`config.mk`:
```
export PLATFORM = sky130hd
export DESIGN_NAME = video_field_filter
export DESIGN_NICKNAME = d
export VERILOG_FILES = /design/src/rtl/vff_pkg.sv /design/src/rtl/vff_trs_fsm.sv /design/src/rtl/vff_ctrl_track.sv /design/src/rtl/vff_policy.sv /design/src/rtl/vff_delay_gate.sv /design/src/rtl/video_field_filter.sv
export SDC_FILE = /design/constraint.sdc
export NUM_CORES = 1
export LEC_CHECK = 0
export ABC_AREA = 1
export BUFFER_PORTS_ARGS = -buffer_cell sky130_fd_sc_hd__buf_2
export CAP_MARGIN = 20
export CORE_UTILIZATION = 40
export CTS_CLUSTER_SIZE = 30
export DETAILED_ROUTE_END_ITERATION = 16
export MAX_ROUTING_LAYER = met4
export PLACE_DENSITY_LB_ADDON = 0.25
export SETUP_SLACK_MARGIN = 0.2
export SYNTH_ARGS = -nofsm -noshare
export SYNTH_HDL_FRONTEND = slang
export SYNTH_SLANG_ARGS = --single-unit
export TNS_END_PERCENT = 20
```
`constraint.sdc`:
```
create_clock -name clk -period 1.4 [get_ports clk]
set_input_delay 0.21 -clock clk [delete_from_list [all_inputs] [get_ports clk]]
set_output_delay 0.21 -clock clk [all_outputs]
set_load 0.02 [all_outputs]
```
`src/rtl/vff_pkg.sv`:
```
package vff_pkg;

    // Capture policy selected by mode_sel
    typedef enum logic [1:0] {
        MODE_ACTIVE    = 2'b00,
        MODE_VBI       = 2'b01,
        MODE_FIELD     = 2'b10,
        MODE_FIELD_ALT = 2'b11
    } cap_mode_e;

    // Preamble search states
    typedef enum logic [1:0] {
        TRS_IDLE,
        TRS_SAW_MAX,
        TRS_ZERO_ONE,
        TRS_ZERO_TWO
    } trs_state_e;

    typedef struct packed {
        logic field;
        logic vblank;
        logic hblank;
    } trs_flags_t;

    // Words in one timing reference (max, zero, zero, control)
    localparam int PRE_LEN = 4;

endpackage

```
`src/rtl/vff_trs_fsm.sv`:
```
module vff_trs_fsm
    import vff_pkg::*;
#(
    parameter int DATA_W   = 10,
    parameter int NARROW_W = 8
) (
    input  logic              clk,
    input  logic              rst,
    input  logic              wide_mode,
    input  logic [DATA_W-1:0] din,
    output logic              ctrl_hit,
    output trs_flags_t        ctrl_flags
);
    localparam int WIDE_TOP   = DATA_W - 1;
    localparam int NARROW_TOP = NARROW_W - 1;

    trs_state_e state_q;
    trs_state_e state_d;
    logic       is_max;
    logic       is_zero;

    // Word classification against the selected element width
    always_comb begin
        if (wide_mode) begin
            is_max  = &din;
            is_zero = ~|din;
        end else begin
            is_max  = &din[NARROW_TOP:0];
            is_zero = ~|din[NARROW_TOP:0];
        end
    end

    // State register
    always_ff @(posedge clk) begin
        if (rst) begin
            state_q <= TRS_IDLE;
        end else begin
            state_q <= state_d;
        end
    end

    // Transitions
    always_comb begin
        state_d = state_q;
        unique case (state_q)
            TRS_IDLE: begin
                if (is_max) state_d = TRS_SAW_MAX;
            end
            TRS_SAW_MAX: begin
                if (is_zero)     state_d = TRS_ZERO_ONE;
                else if (is_max) state_d = TRS_SAW_MAX;
                else             state_d = TRS_IDLE;
            end
            TRS_ZERO_ONE: begin
                if (is_zero)     state_d = TRS_ZERO_TWO;
                else if (is_max) state_d = TRS_SAW_MAX;
                else             state_d = TRS_IDLE;
            end
            TRS_ZERO_TWO: begin
                state_d = TRS_IDLE;
            end
        endcase
    end

    // Outputs: control word present now, and its decoded flags
    always_comb begin
        ctrl_hit = (state_q == TRS_ZERO_TWO);
        if (wide_mode) begin
            ctrl_flags.field  = din[WIDE_TOP-1];
            ctrl_flags.vblank = din[WIDE_TOP-2];
            ctrl_flags.hblank = din[WIDE_TOP-3];
        end else begin
            ctrl_flags.field  = din[NARROW_TOP-1];
            ctrl_flags.vblank = din[NARROW_TOP-2];
            ctrl_flags.hblank = din[NARROW_TOP-3];
        end
    end

endmodule

```
`src/rtl/vff_ctrl_track.sv`:
```
module vff_ctrl_track
    import vff_pkg::*;
(
    input  logic       clk,
    input  logic       rst,
    input  logic [1:0] mode_sel,
    input  logic       ctrl_hit,
    input  trs_flags_t ctrl_flags,
    output logic       locked,
    output trs_flags_t flags_q,
    output cap_mode_e  act_mode,
    output logic       sav_hit
);
    // A control word with hblank clear opens active video
    assign sav_hit = ctrl_hit && !ctrl_flags.hblank;

    always_ff @(posedge clk) begin
        if (rst) begin
            locked   <= 1'b0;
            flags_q  <= '0;
            act_mode <= MODE_ACTIVE;
        end else begin
            if (ctrl_hit) begin
                locked  <= 1'b1;
                flags_q <= ctrl_flags;
            end
            // Before lock the request is tracked; after lock only at a start code
            if (!locked || sav_hit) begin
                act_mode <= cap_mode_e'(mode_sel);
            end
        end
    end

endmodule

```
`src/rtl/vff_policy.sv`:
```
module vff_policy
    import vff_pkg::*;
(
    input  logic       locked,
    input  cap_mode_e  act_mode,
    input  logic [1:0] mode_sel,
    input  logic       cur_vblank,
    input  logic       cur_hblank,
    input  logic       new_vblank,
    input  logic       new_hblank,
    output logic       fwd_word,
    output logic       fwd_pre
);
    cap_mode_e pre_mode;

    // Decision for an ordinary word under the latched state
    always_comb begin
        fwd_word = 1'b0;
        if (locked) begin
            unique case (act_mode)
                MODE_ACTIVE:    fwd_word = !cur_vblank && !cur_hblank;
                MODE_VBI:       fwd_word = cur_vblank;
                MODE_FIELD,
                MODE_FIELD_ALT: fwd_word = 1'b1;
            endcase
        end
    end

    // Decision for a completed preamble, using its own control word
    always_comb begin
        if (!locked || !new_hblank) pre_mode = cap_mode_e'(mode_sel);
        else                        pre_mode = act_mode;
        fwd_pre = 1'b0;
        unique case (pre_mode)
            MODE_ACTIVE:    fwd_pre = 1'b0;
            MODE_VBI:       fwd_pre = new_vblank;
            MODE_FIELD,
            MODE_FIELD_ALT: fwd_pre = 1'b1;
        endcase
    end

endmodule

```
`src/rtl/vff_delay_gate.sv`:
```
module vff_delay_gate
    import vff_pkg::*;
#(
    parameter int DATA_W = 10,
    parameter int DEPTH  = PRE_LEN
) (
    input  logic              clk,
    input  logic              rst,
    input  logic [DATA_W-1:0] din,
    input  logic              ctrl_hit,
    input  logic              fwd_word,
    input  logic              fwd_pre,
    output logic              out_valid,
    output logic [DATA_W-1:0] out_data
);
    localparam int LAST = DEPTH - 1;

    logic [DATA_W-1:0] dat_q [DEPTH];
    logic [DEPTH-1:0]  fwd_q;
    logic [DEPTH-1:0]  pre_span;

    // Stages that hold a word of the preamble that is completing now
    for (genvar i = 0; i < DEPTH; i++) begin : g_span
        if (i < PRE_LEN) begin : g_in
            assign pre_span[i] = 1'b1;
        end else begin : g_out
            assign pre_span[i] = 1'b0;
        end
    end

    always_ff @(posedge clk) begin
        if (rst) begin
            for (int i = 0; i < DEPTH; i++) dat_q[i] <= '0;
            fwd_q <= '0;
        end else begin
            dat_q[0] <= din;
            fwd_q[0] <= ctrl_hit ? fwd_pre : fwd_word;
            for (int i = 1; i < DEPTH; i++) begin
                dat_q[i] <= dat_q[i-1];
                fwd_q[i] <= (ctrl_hit && pre_span[i]) ? fwd_pre : fwd_q[i-1];
            end
        end
    end

    assign out_valid = fwd_q[LAST];
    assign out_data  = dat_q[LAST];

endmodule

```
`src/rtl/video_field_filter.sv`:
```
module video_field_filter
    import vff_pkg::*;
#(
    parameter int DATA_W   = 10,
    parameter int NARROW_W = 8
) (
    input  logic              clk,
    input  logic              rst,
    input  logic              wide_mode,
    input  logic [1:0]        mode_sel,
    input  logic [DATA_W-1:0] din,
    output logic              out_valid,
    output logic [DATA_W-1:0] out_data,
    output logic              out_field,
    output logic              out_vblank,
    output logic              out_hblank
);
    localparam int PAD_W = DATA_W - NARROW_W;

    logic              ctrl_hit;
    trs_flags_t        ctrl_flags;
    logic              locked;
    trs_flags_t        flags_q;
    cap_mode_e         act_mode;
    logic              sav_hit;
    logic              fwd_word;
    logic              fwd_pre;
    logic [DATA_W-1:0] din_eff;

    // Narrow elements lose the unused upper bits before storage
    assign din_eff = wide_mode ? din : {{PAD_W{1'b0}}, din[NARROW_W-1:0]};

    vff_trs_fsm #(.DATA_W(DATA_W), .NARROW_W(NARROW_W)) u_trs (
        .clk        (clk),
        .rst        (rst),
        .wide_mode  (wide_mode),
        .din        (din),
        .ctrl_hit   (ctrl_hit),
        .ctrl_flags (ctrl_flags)
    );

    vff_ctrl_track u_track (
        .clk        (clk),
        .rst        (rst),
        .mode_sel   (mode_sel),
        .ctrl_hit   (ctrl_hit),
        .ctrl_flags (ctrl_flags),
        .locked     (locked),
        .flags_q    (flags_q),
        .act_mode   (act_mode),
        .sav_hit    (sav_hit)
    );

    vff_policy u_policy (
        .locked     (locked),
        .act_mode   (act_mode),
        .mode_sel   (mode_sel),
        .cur_vblank (flags_q.vblank),
        .cur_hblank (flags_q.hblank),
        .new_vblank (ctrl_flags.vblank),
        .new_hblank (ctrl_flags.hblank),
        .fwd_word   (fwd_word),
        .fwd_pre    (fwd_pre)
    );

    vff_delay_gate #(.DATA_W(DATA_W), .DEPTH(PRE_LEN)) u_gate (
        .clk       (clk),
        .rst       (rst),
        .din       (din_eff),
        .ctrl_hit  (ctrl_hit),
        .fwd_word  (fwd_word),
        .fwd_pre   (fwd_pre),
        .out_valid (out_valid),
        .out_data  (out_data)
    );

    assign out_field  = flags_q.field;
    assign out_vblank = flags_q.vblank;
    assign out_hblank = flags_q.hblank;

endmodule

```
==> results of run 1 <==
## kinds of logic after synthesis
| group | count (synthesis) | synth area share |
|---|---|---|
| AOI/OAI and AO/OA | 11 | 0.03897 |
| and+or+nand+nor | 92 | 0.2227 |
| DFF | 52 | 0.5790 |
| buffers and inverters | 62 | 0.1594 |
## where the power goes
group / leakage, nW / internal (mW) / switching, mW / total (mW)
logic: 0.499 / 0.0486 / 0.0887 / 0.137
clock network: 0.0487 / 0.364 / 0.488 / 0.852
registers: 0.424 / 1.52 / 0.0107 / 1.53
## state kept, by name, indices dropped and copies added (netlist names)
signal            cells
u_gate.fwd_q          4
u_track.locked        1
u_trs.state_q         2
u_track.flags_q       3
u_gate.dat_q         40
u_track.act_mode      2
## layout make-up
class                   count  area [um2]  area share
flip-flops and latches     52        1041      0.5220
multi-input cells         103       470.5      0.2359
inverters                  46       175.2     0.08783
repair buffers             29       147.6     0.07403
clock buffers               5       68.82     0.03450
well taps                  52       65.06     0.03262
clock inverters             3       26.28     0.01317
## worst paths after layout
check / cells past startpoint / slack, ps / end / from
setup / recovery: 1 / 300 / out_vblank / u_track.flags_q[1]$_SDFFE_PP0P_
hold / removal: 3 / 140 / u_gate.dat_q[0][1]$_SDFF_PP0_ / din[1]
hold reg to reg: 2 / 400 / u_gate.dat_q[0][13]$_SDFF_PP0_ / u_gate.dat_q[0][3]$_SDFF_PP0_
setup reg to reg: 7 / 350 / u_gate.fwd_q[2]$_SDFF_PP0_ / u_track.locked$_SDFFE_PP0P_
## metrics by stage
step                      instances  total power, mW  setup WS (ps)
after global placement          282            1.701          311.2
after detailed placement        282            1.703          317.9
after floorplan                 217            1.666          479.7
final                           290            2.517          300.4
after global routing            290            2.655          218.3
after CTS                       290            2.572          288.4
## layer usage
| layer | wire length (um) | vias to the layer above | GRT usage |
|---|---|---|---|
| met5 | 0 | - | - |
| met4 | 75 | 0 | 0.07483 |
| met3 | 156 | 10 | 0.04532 |
| met2 | 1097 | 35 | 0.1866 |
| met1 | 1097 | 501 | 0.1243 |
| li1 | - | 662 | - |
## layout by cell type (no fill, tap or decap), drive strengths merged
cell    count
dfxtp      52
inv        47
nor2       46
nand2      32
buf        29
nand3      11
a21oi       5
clkbuf      5
nor3        3
clkinv      2
o21ai       2
o31ai       1
o221ai      1
a22o        1
o211a       1
==> impl_metrics.tcl, run 1 <==
set metrics [dict create \
    wl_per_cell_um 8.369 \
    leakagePower_nw 0.9723 \
    async_flop_share 0 \
    yosysMostFrequentCell "dfxtp_1" \
    yosys.area.top_type "dfxtp_1" \
    clk_pin_slew_worst_paths_ps 90 \
    synth_common_cells "dfxtp_1 (52), nor2_1 (45), inv_1 (41)" \
    critPathCaptureType "output port" \
    ys_types 22 \
    post-cts-setup-buffers 0 \
    synth_seq_area_share 0.5790 \
    drcViolationCount 0 \
    setup_violations 0 \
    routed_wl_um 2427 \
    vias 1208 \
    finalCritPeriodShare 0.7854 \
    placement.io_buffers 28 \
    cp.arrival_ps 890 \
    max_freq_mhz 909.4 \
    worst_pin_slew_ps 293.3 \
    powerDensity_nw_per_um2 1262 \
    slowest_delay_ps 400 \
    cts_tree "built" \
    grt_antenna_before_repair 0 \
    core-area_um2 4324 \
    area_delta_synth_final_pct 10.93 \
    crit_family "flip-flops" \
    synthTopCellsByArea "dfxtp_1 (58%), nor2_1 (9.4%), inv_1 (8.6%)" \
    finalHoldViolations 0 \
    required_ps 1190 \
    n_fill_cell 454 \
    numCtsBuffers 5 \
    fin_nets 252 \
    synthCells 217 \
    grt_max_degree 32 \
    ys.flop_type "dfxtp_1" \
    ys_ff_latch 52 \
    holdWs_ps 141.4 \
    dieWidth_um 69.05 \
    gr-total-overflow 0 \
    dr.pass1.iters 6 \
    period_needed_ps 1100 \
    viasPerCell 4.166 \
    setup_tns_ps 0 \
    rsz0062_at_grt "no" \
    place_congestion 0.8833 \
    peakVddDrop_uv 441.5 \
    syn_area_um2 1798 \
    slew_violations 0 \
    cts_sinks 52 \
    slew_headroom 0.8042 \
    final_util 0.4612 \
    fin_worst_skew_ps 7.039 \
    cp_num_buf_inv 1 \
    synth_top_area_frac 0.5790 \
    synth_edf_count 0 \
    initial_utilization 0.4158 \
    dieArea_um2 4767 \
    drive_gt1_frac 0.2227 \
    grt_usage 0.1185 \
    yosys_warnings 0 \
    max-cap-violations 0 \
    worstSetupStartpointType "flop" \
    timing.setup.critical_path_class "flop to output port" \
    crit_chain "buf_2" \
    root_buffer "clkbuf_8" \
    row_count 24 \
    htree_levels 2 \
    insertedDiodeCount 0 \
    insertion_delay_ps 300 \
    critPathSlowestCell "dfxtp_1" \
    io_pins 29 \
    clk_path_buf_depth 2 \
    syn_nets 232 \
    cts_resized 0 \
    die_h_um 69.05 \
    final_area_um2 1994 \
    hpwl_um 1745 \
    syn-mean-instance-area_um2 8.286 \
    hp-class "input port to flop" \
    grt_pass1_vias 1056 \
    path_max_fanout 4 \
    grt_pass1_wl_um 4312 \
    ant_nets 0 \
    drt_iter0_drc 30 \
    placed_area_um2 1899 \
    postCtsHoldBufs 0 \
    outcome "finished clean" \
]
Power figures use the tool's default switching activity.
==> run 2, diff against run 1 <==
==> constraint.sdc (replaced) <==
create_clock -name clk -period 0.9 [get_ports clk]
set_input_delay 0.135 -clock clk [delete_from_list [all_inputs] [get_ports clk]]
set_output_delay 0.135 -clock clk [all_outputs]
set_load 0.02 [all_outputs]
==> run 2 against run 1 <==
Net effect: the run now ends with negative setup slack left; flip-flop and latch count unchanged; cell count increased by 6.2%; routed wire length increased by 8.8%; clock-buffer cell count increased by 1; combinational power increased by 100%; sequential power increased by 56%; die area unchanged; register-to-register slack got worse by 390 ps; global-route usage increased by 0.83 points; sequential share of layout area decreased by 7.2 points; non-clock buffer count increased by 18; largest cell class unchanged.
==> impl_metrics.tcl, run 2 (synthesized netlist as in run 1, its figures left out) <==
set metrics [dict create \
    htree_levels 2 \
    final_area_um2 2367 \
    crit_chain "buf_4, o31ai_2, nand3_1, nand2_1" \
    viasPerCell 4.159 \
    io_pins 29 \
    finalCritPeriodShare 1.045 \
    leakagePower_nw 1.130 \
    critPathCaptureType "flop" \
    dieWidth_um 69.05 \
    dr.pass1.iters 4 \
    grt_max_degree 35 \
    cts_sinks 52 \
    violations "negative setup slack" \
    peakVddDrop_uv 894.9 \
    initial_utilization 0.4158 \
    ant_nets 0 \
    placed_cells 297 \
    drive_gt1_frac 0.3867 \
    dieArea_um2 4767 \
    crit_family "flip-flops" \
    powerDensity_nw_per_um2 1966 \
    numCtsBuffers 5 \
    largest_reg_flops 40 \
    max-cap-violations 0 \
    insertedDiodeCount 0 \
    die_h_um 69.05 \
    stdcell_count 308 \
    postCtsHoldBufs 0 \
    core-area_um2 4324 \
    critPathSlowestCell "dfxtp_2" \
    hpwl_um 1799 \
    timing.setup.critical_path_class "flop to flop" \
    cts_tree "built" \
    cp_num_buf_inv 1 \
    setup_slack_ps -40.25 \
    root_buffer "clkbuf_8" \
    slew_headroom 0.8544 \
    worstSetupStartpointType "flop" \
    max_freq_mhz 1064 \
    routed_wl_um 2640 \
    grt_usage 0.1268 \
    cp.arrival_ps 1190 \
    worstSetupStartpoint "u_track.flags_q[1]$_SDFFE_PP0P_" \
    insertion_delay_ps 300 \
    drt_iter0_drc 41 \
    slew_violations 0 \
    slowest_delay_ps 350 \
    fin_nets 270 \
    grt_pass1_wl_um 4643 \
    multi_input_area_um2 519.2 \
    largestRegisters "u_gate.dat_q (40), u_gate.fwd_q (4), u_track.flags_q (3)" \
    worstHoldStart "din[1]" \
    vias 1281 \
    place_congestion 0.7883 \
    placement.io_buffers 28 \
    n_fill_cell 402 \
    grt_antenna_before_repair 0 \
    clk_path_buf_depth 2 \
    r2r_start "u_track.flags_q[1]$_SDFFE_PP0P_" \
    outcome "finished with violations" \
    gr-total-overflow 0 \
    wl_per_cell_um 8.571 \
    clk_pin_slew_worst_paths_ps 90 \
    worst_pin_slew_ps 216.1 \
    drcViolationCount 0 \
    grt_pass1_vias 1136 \
    setup_violations 5 \
    row_count 24 \
    period_needed_ps 940.2 \
    required_ps 1150 \
    hp-class "input port to flop" \
    holdWs_ps 63.21 \
    path_max_fanout 3 \
    mostFrequentLayoutCell "nor2_1" \
    area_delta_synth_final_pct 31.66 \
    top_register "u_gate.dat_q" \
    placed_area_um2 2033 \
    finalHoldViolations 0 \
    fin_worst_skew_ps 2.024 \
    setup_tns_ps -120.5 \
    final_cell_mix "nor2_1 (43), inv_1 (41), dfxtp_1 (34)" \
    final_util 0.5475 \
    rsz0062_at_grt "yes" \
    seq_area_um2 1066 \
]
run 2: through the flow:
step / setup WS, ps / power [mW]
finish: -40.25 / 4.653
global route: -85.83 / 4.847
CTS: -40.02 / 4.712
detailed placement: -65.68 / 2.693
global placement: -49.38 / 2.689
floorplan: 65.80 / 2.589
run 2: worst min-delay path, delay by kind of cell:
kind	cells	cell delay (ps)
simple gates	1	70
buf+inv	2	130
run 2: worst paths after layout:
check / end / slack (ps) / cells after the start
setup reg to reg: u_gate.fwd_q[0]$_SDFF_PP0_ / -40 / 4
hold / removal: u_gate.dat_q[0][1]$_SDFF_PP0_ / 60 / 3
hold reg to reg: u_gate.dat_q[0][33]$_SDFF_PP0_ / 400 / 2
setup / recovery: u_gate.fwd_q[0]$_SDFF_PP0_ / -40 / 4
run 2: report_power, final:
| group | internal [mW] | switching, mW |
|---|---|---|
| clock network | 1.28 | 0.718 |
| logic | 0.126 | 0.154 |
| registers | 2.36 | 0.0203 |
run 2: cell type report:
cell class              count  share of cell area
flip-flops and latches     52              0.4503
clock buffers               6             0.03964
clock inverters             2             0.02537
repair buffers             47              0.1617
inverters                  46             0.07611
well taps                  52             0.02748
multi-input cells         103              0.2193
run 2: what timing repair did:
action	CTS	global route
pin swaps	0	3
buffers inserted	2	1
gates resized for setup	48	10
setup endpoints to repair	26	26
run 2: metal layers:
layer / vias up / GRT usage / share of wire
met2: 27 / 0.2060 / 0.49
li1: 696 / - / -
met4: 0 / 0.07483 / 0.027
met5: - / - / 0
met3: 7 / 0.03947 / 0.045
met1: 551 / 0.1353 / 0.44
==> run 3, diff against run 2 <==
--- a/config.mk
+++ b/config.mk
@@ -13,7 +13,6 @@
 export DETAILED_ROUTE_END_ITERATION = 16
 export MAX_ROUTING_LAYER = met4
 export PLACE_DENSITY_LB_ADDON = 0.25
-export SETUP_SLACK_MARGIN = 0.2
 export SYNTH_ARGS = -nofsm -noshare
 export SYNTH_HDL_FRONTEND = slang
 export SYNTH_SLANG_ARGS = --single-unit
==> run 3 against run 2 <==
Net effect: the run still ends with negative setup slack left; die area is the same; clock power shrank 18%; hold slack lost 2.9 ps; largest power group unchanged; highest routed layer unchanged.
==> impl_metrics.tcl, run 3 (synthesized netlist as in run 1, its figures left out) <==
set metrics [dict create \
    outcome "finished with violations" \
    violations "negative setup slack" \
    clk_pin_slew_worst_paths_ps 90 \
    cp.arrival_ps 1130 \
    io_pins 29 \
    setup_slack_ps -30.23 \
    grt_pass1_wl_um 4705 \
    fin_nets 267 \
    max-cap-violations 0 \
    slew_headroom 0.8343 \
    grt_max_degree 21 \
    finalHoldViolations 0 \
    worst_pin_slew_ps 245.9 \
    viasPerCell 4.134 \
    insertion_delay_ps 300 \
    ant_nets 0 \
    insertedDiodeCount 0 \
    die_h_um 69.05 \
    core-area_um2 4324 \
    stdcell_count 305 \
    wl_per_cell_um 8.879 \
    root_buffer "clkbuf_8" \
    switchingPower_mw 0.8956 \
    comb_power_share 0.062 \
    timing.setup.critical_path_class "flop to flop" \
    dieWidth_um 69.05 \
    max_freq_mhz 1075 \
    setup_violations 5 \
    powerDensity_nw_per_um2 1867 \
    top_register "u_gate.dat_q" \
    crit_family "flip-flops" \
    numCtsBuffers 5 \
    cp_num_buf_inv 2 \
    row_count 24 \
    place_congestion 0.7641 \
    rsz0062_at_grt "yes" \
    power.total_mw 4.275 \
    routed_wl_um 2708 \
    required_ps 1100 \
    leakagePower_nw 1.093 \
    n_fill_cell 405 \
    final_util 0.5295 \
    dr.pass1.iters 4 \
    dieArea_um2 4767 \
    hp-class "input port to flop" \
    clkPwrFrac 0.382 \
    gr-total-overflow 0 \
    peakVddDrop_uv 783.6 \
    grt_pass1_vias 1156 \
    largest_reg_flops 40 \
    placement.io_buffers 28 \
    drive_gt1_frac 0.3597 \
    drt_iter0_drc 40 \
    mostFrequentLayoutCell "nor2_1" \
    htree_levels 2 \
    grt_usage 0.1290 \
    grt_antenna_before_repair 0 \
    critPathSlowestCell "dfxtp_2" \
    fin_worst_skew_ps 2.193 \
    vias 1261 \
    final_cell_mix "nor2_1 (44), inv_1 (41), dfxtp_1 (38)" \
    setup_tns_ps -68.86 \
    cts_tree "built" \
    finalCritPeriodShare 1.034 \
    initial_utilization 0.4158 \
    placed_cells 295 \
    largestRegisters "u_gate.dat_q (40), u_gate.fwd_q (4), u_track.flags_q (3)" \
    p_seq_frac 0.556 \
    area_delta_synth_final_pct 27.35 \
    slowest_delay_ps 360 \
    hpwl_um 1884 \
    critPathCaptureType "flop" \
    period_needed_ps 930.2 \
    clk_path_buf_depth 2 \
    cts_sinks 52 \
    path_max_fanout 5 \
    slew_violations 0 \
    worstSetupStartpointType "flop" \
    power.internal_mw 3.379 \
    drcViolationCount 0 \
    crit_chain "nand2_4, inv_4, nand3_4, buf_4, o211a_1" \
    swShare 0.2095 \
]
==> run 3: cell types whose count changed in the layout (fill, tap and decap cells not counted), sizes merged <==
cell	change
clkinv	+1
bufinv	-1
buf	-3
==> run 3: worst paths after layout <==
check	start	end	slack, ps	cells past startpoint
worst max register to register	u_trs.state_q[0]$_SDFFE_PP0P_	u_track.flags_q[0]$_SDFFE_PP0P_	-30	5
worst min register to register	u_gate.dat_q[0][26]$_SDFF_PP0_	u_gate.dat_q[0][36]$_SDFF_PP0_	400	2
worst min-delay path	din[1]	u_gate.dat_q[0][1]$_SDFF_PP0_	60	3
worst max-delay path	u_trs.state_q[0]$_SDFFE_PP0P_	u_track.flags_q[0]$_SDFFE_PP0P_	-30	5
==> run 3: per-layer routing <==
layer,up-vias,part of all wire,track usage
met2,29,0.48,0.2104
li1,693,-,-
met4,0,0.030,0.07937
met1,531,0.45,0.1324
met3,8,0.046,0.04532
met5,-,0,-
==> run 3: worst reg2reg max path: cells and delay by family (launching register included) <==
| family | cells | cell delay, ps |
|---|---|---|
| buf+inv | 2 | 220 |
| compound gates | 1 | 90 |
| flops | 1 | 360 |
| simple gates | 2 | 150 |
==> run 3: per-stage QoR <==
step           hold WS [ps]  cell area (um2)  setup WS [ps]
2_1_floorplan         257.2             1799          45.45
3_3_place_gp          365.5             1998         -70.69
3_5_place_dp          369.2             1998         -84.21
4_1_cts               45.34             2200         -32.74
5_1_grt               61.06             2290         -91.22
6_report              60.31             2290         -30.23
==> run 3: layout make-up <==
| class | instances | area [um2] | area share |
|---|---|---|---|
| Tap cell | 52 | 65.06 | 0.02842 |
| Multi-Input combinational cell | 103 | 521.8 | 0.2279 |
| Sequential cell | 52 | 1061 | 0.4634 |
| Clock inverter | 2 | 38.79 | 0.01694 |
| Timing Repair Buffer | 44 | 340.3 | 0.1486 |
| Clock buffer | 6 | 82.58 | 0.03607 |
| Inverter | 46 | 180.2 | 0.07869 |
==> run 3: timing repair <==
item                                    4_1_cts  5_1_grt
hold endpoints to repair                      0        0
gates resized for setup                      28       27
hold buffers                                  0        0
buffers inserted                              1        1
pin swaps                                     1        3
endpoints found under the setup margin       20       25
==> run 3: power by group through the flow <==
stage / Combinational [mW] / Clock, mW / Sequential (mW)
2_1_floorplan: 0.163 / 0 / 2.43
3_3_place_gp: 0.246 / 0 / 2.43
6_report: 0.265 / 1.63 / 2.38
3_5_place_dp: 0.249 / 0 / 2.43
4_1_cts: 0.254 / 1.69 / 2.38
5_1_grt: 0.300 / 1.79 / 2.39
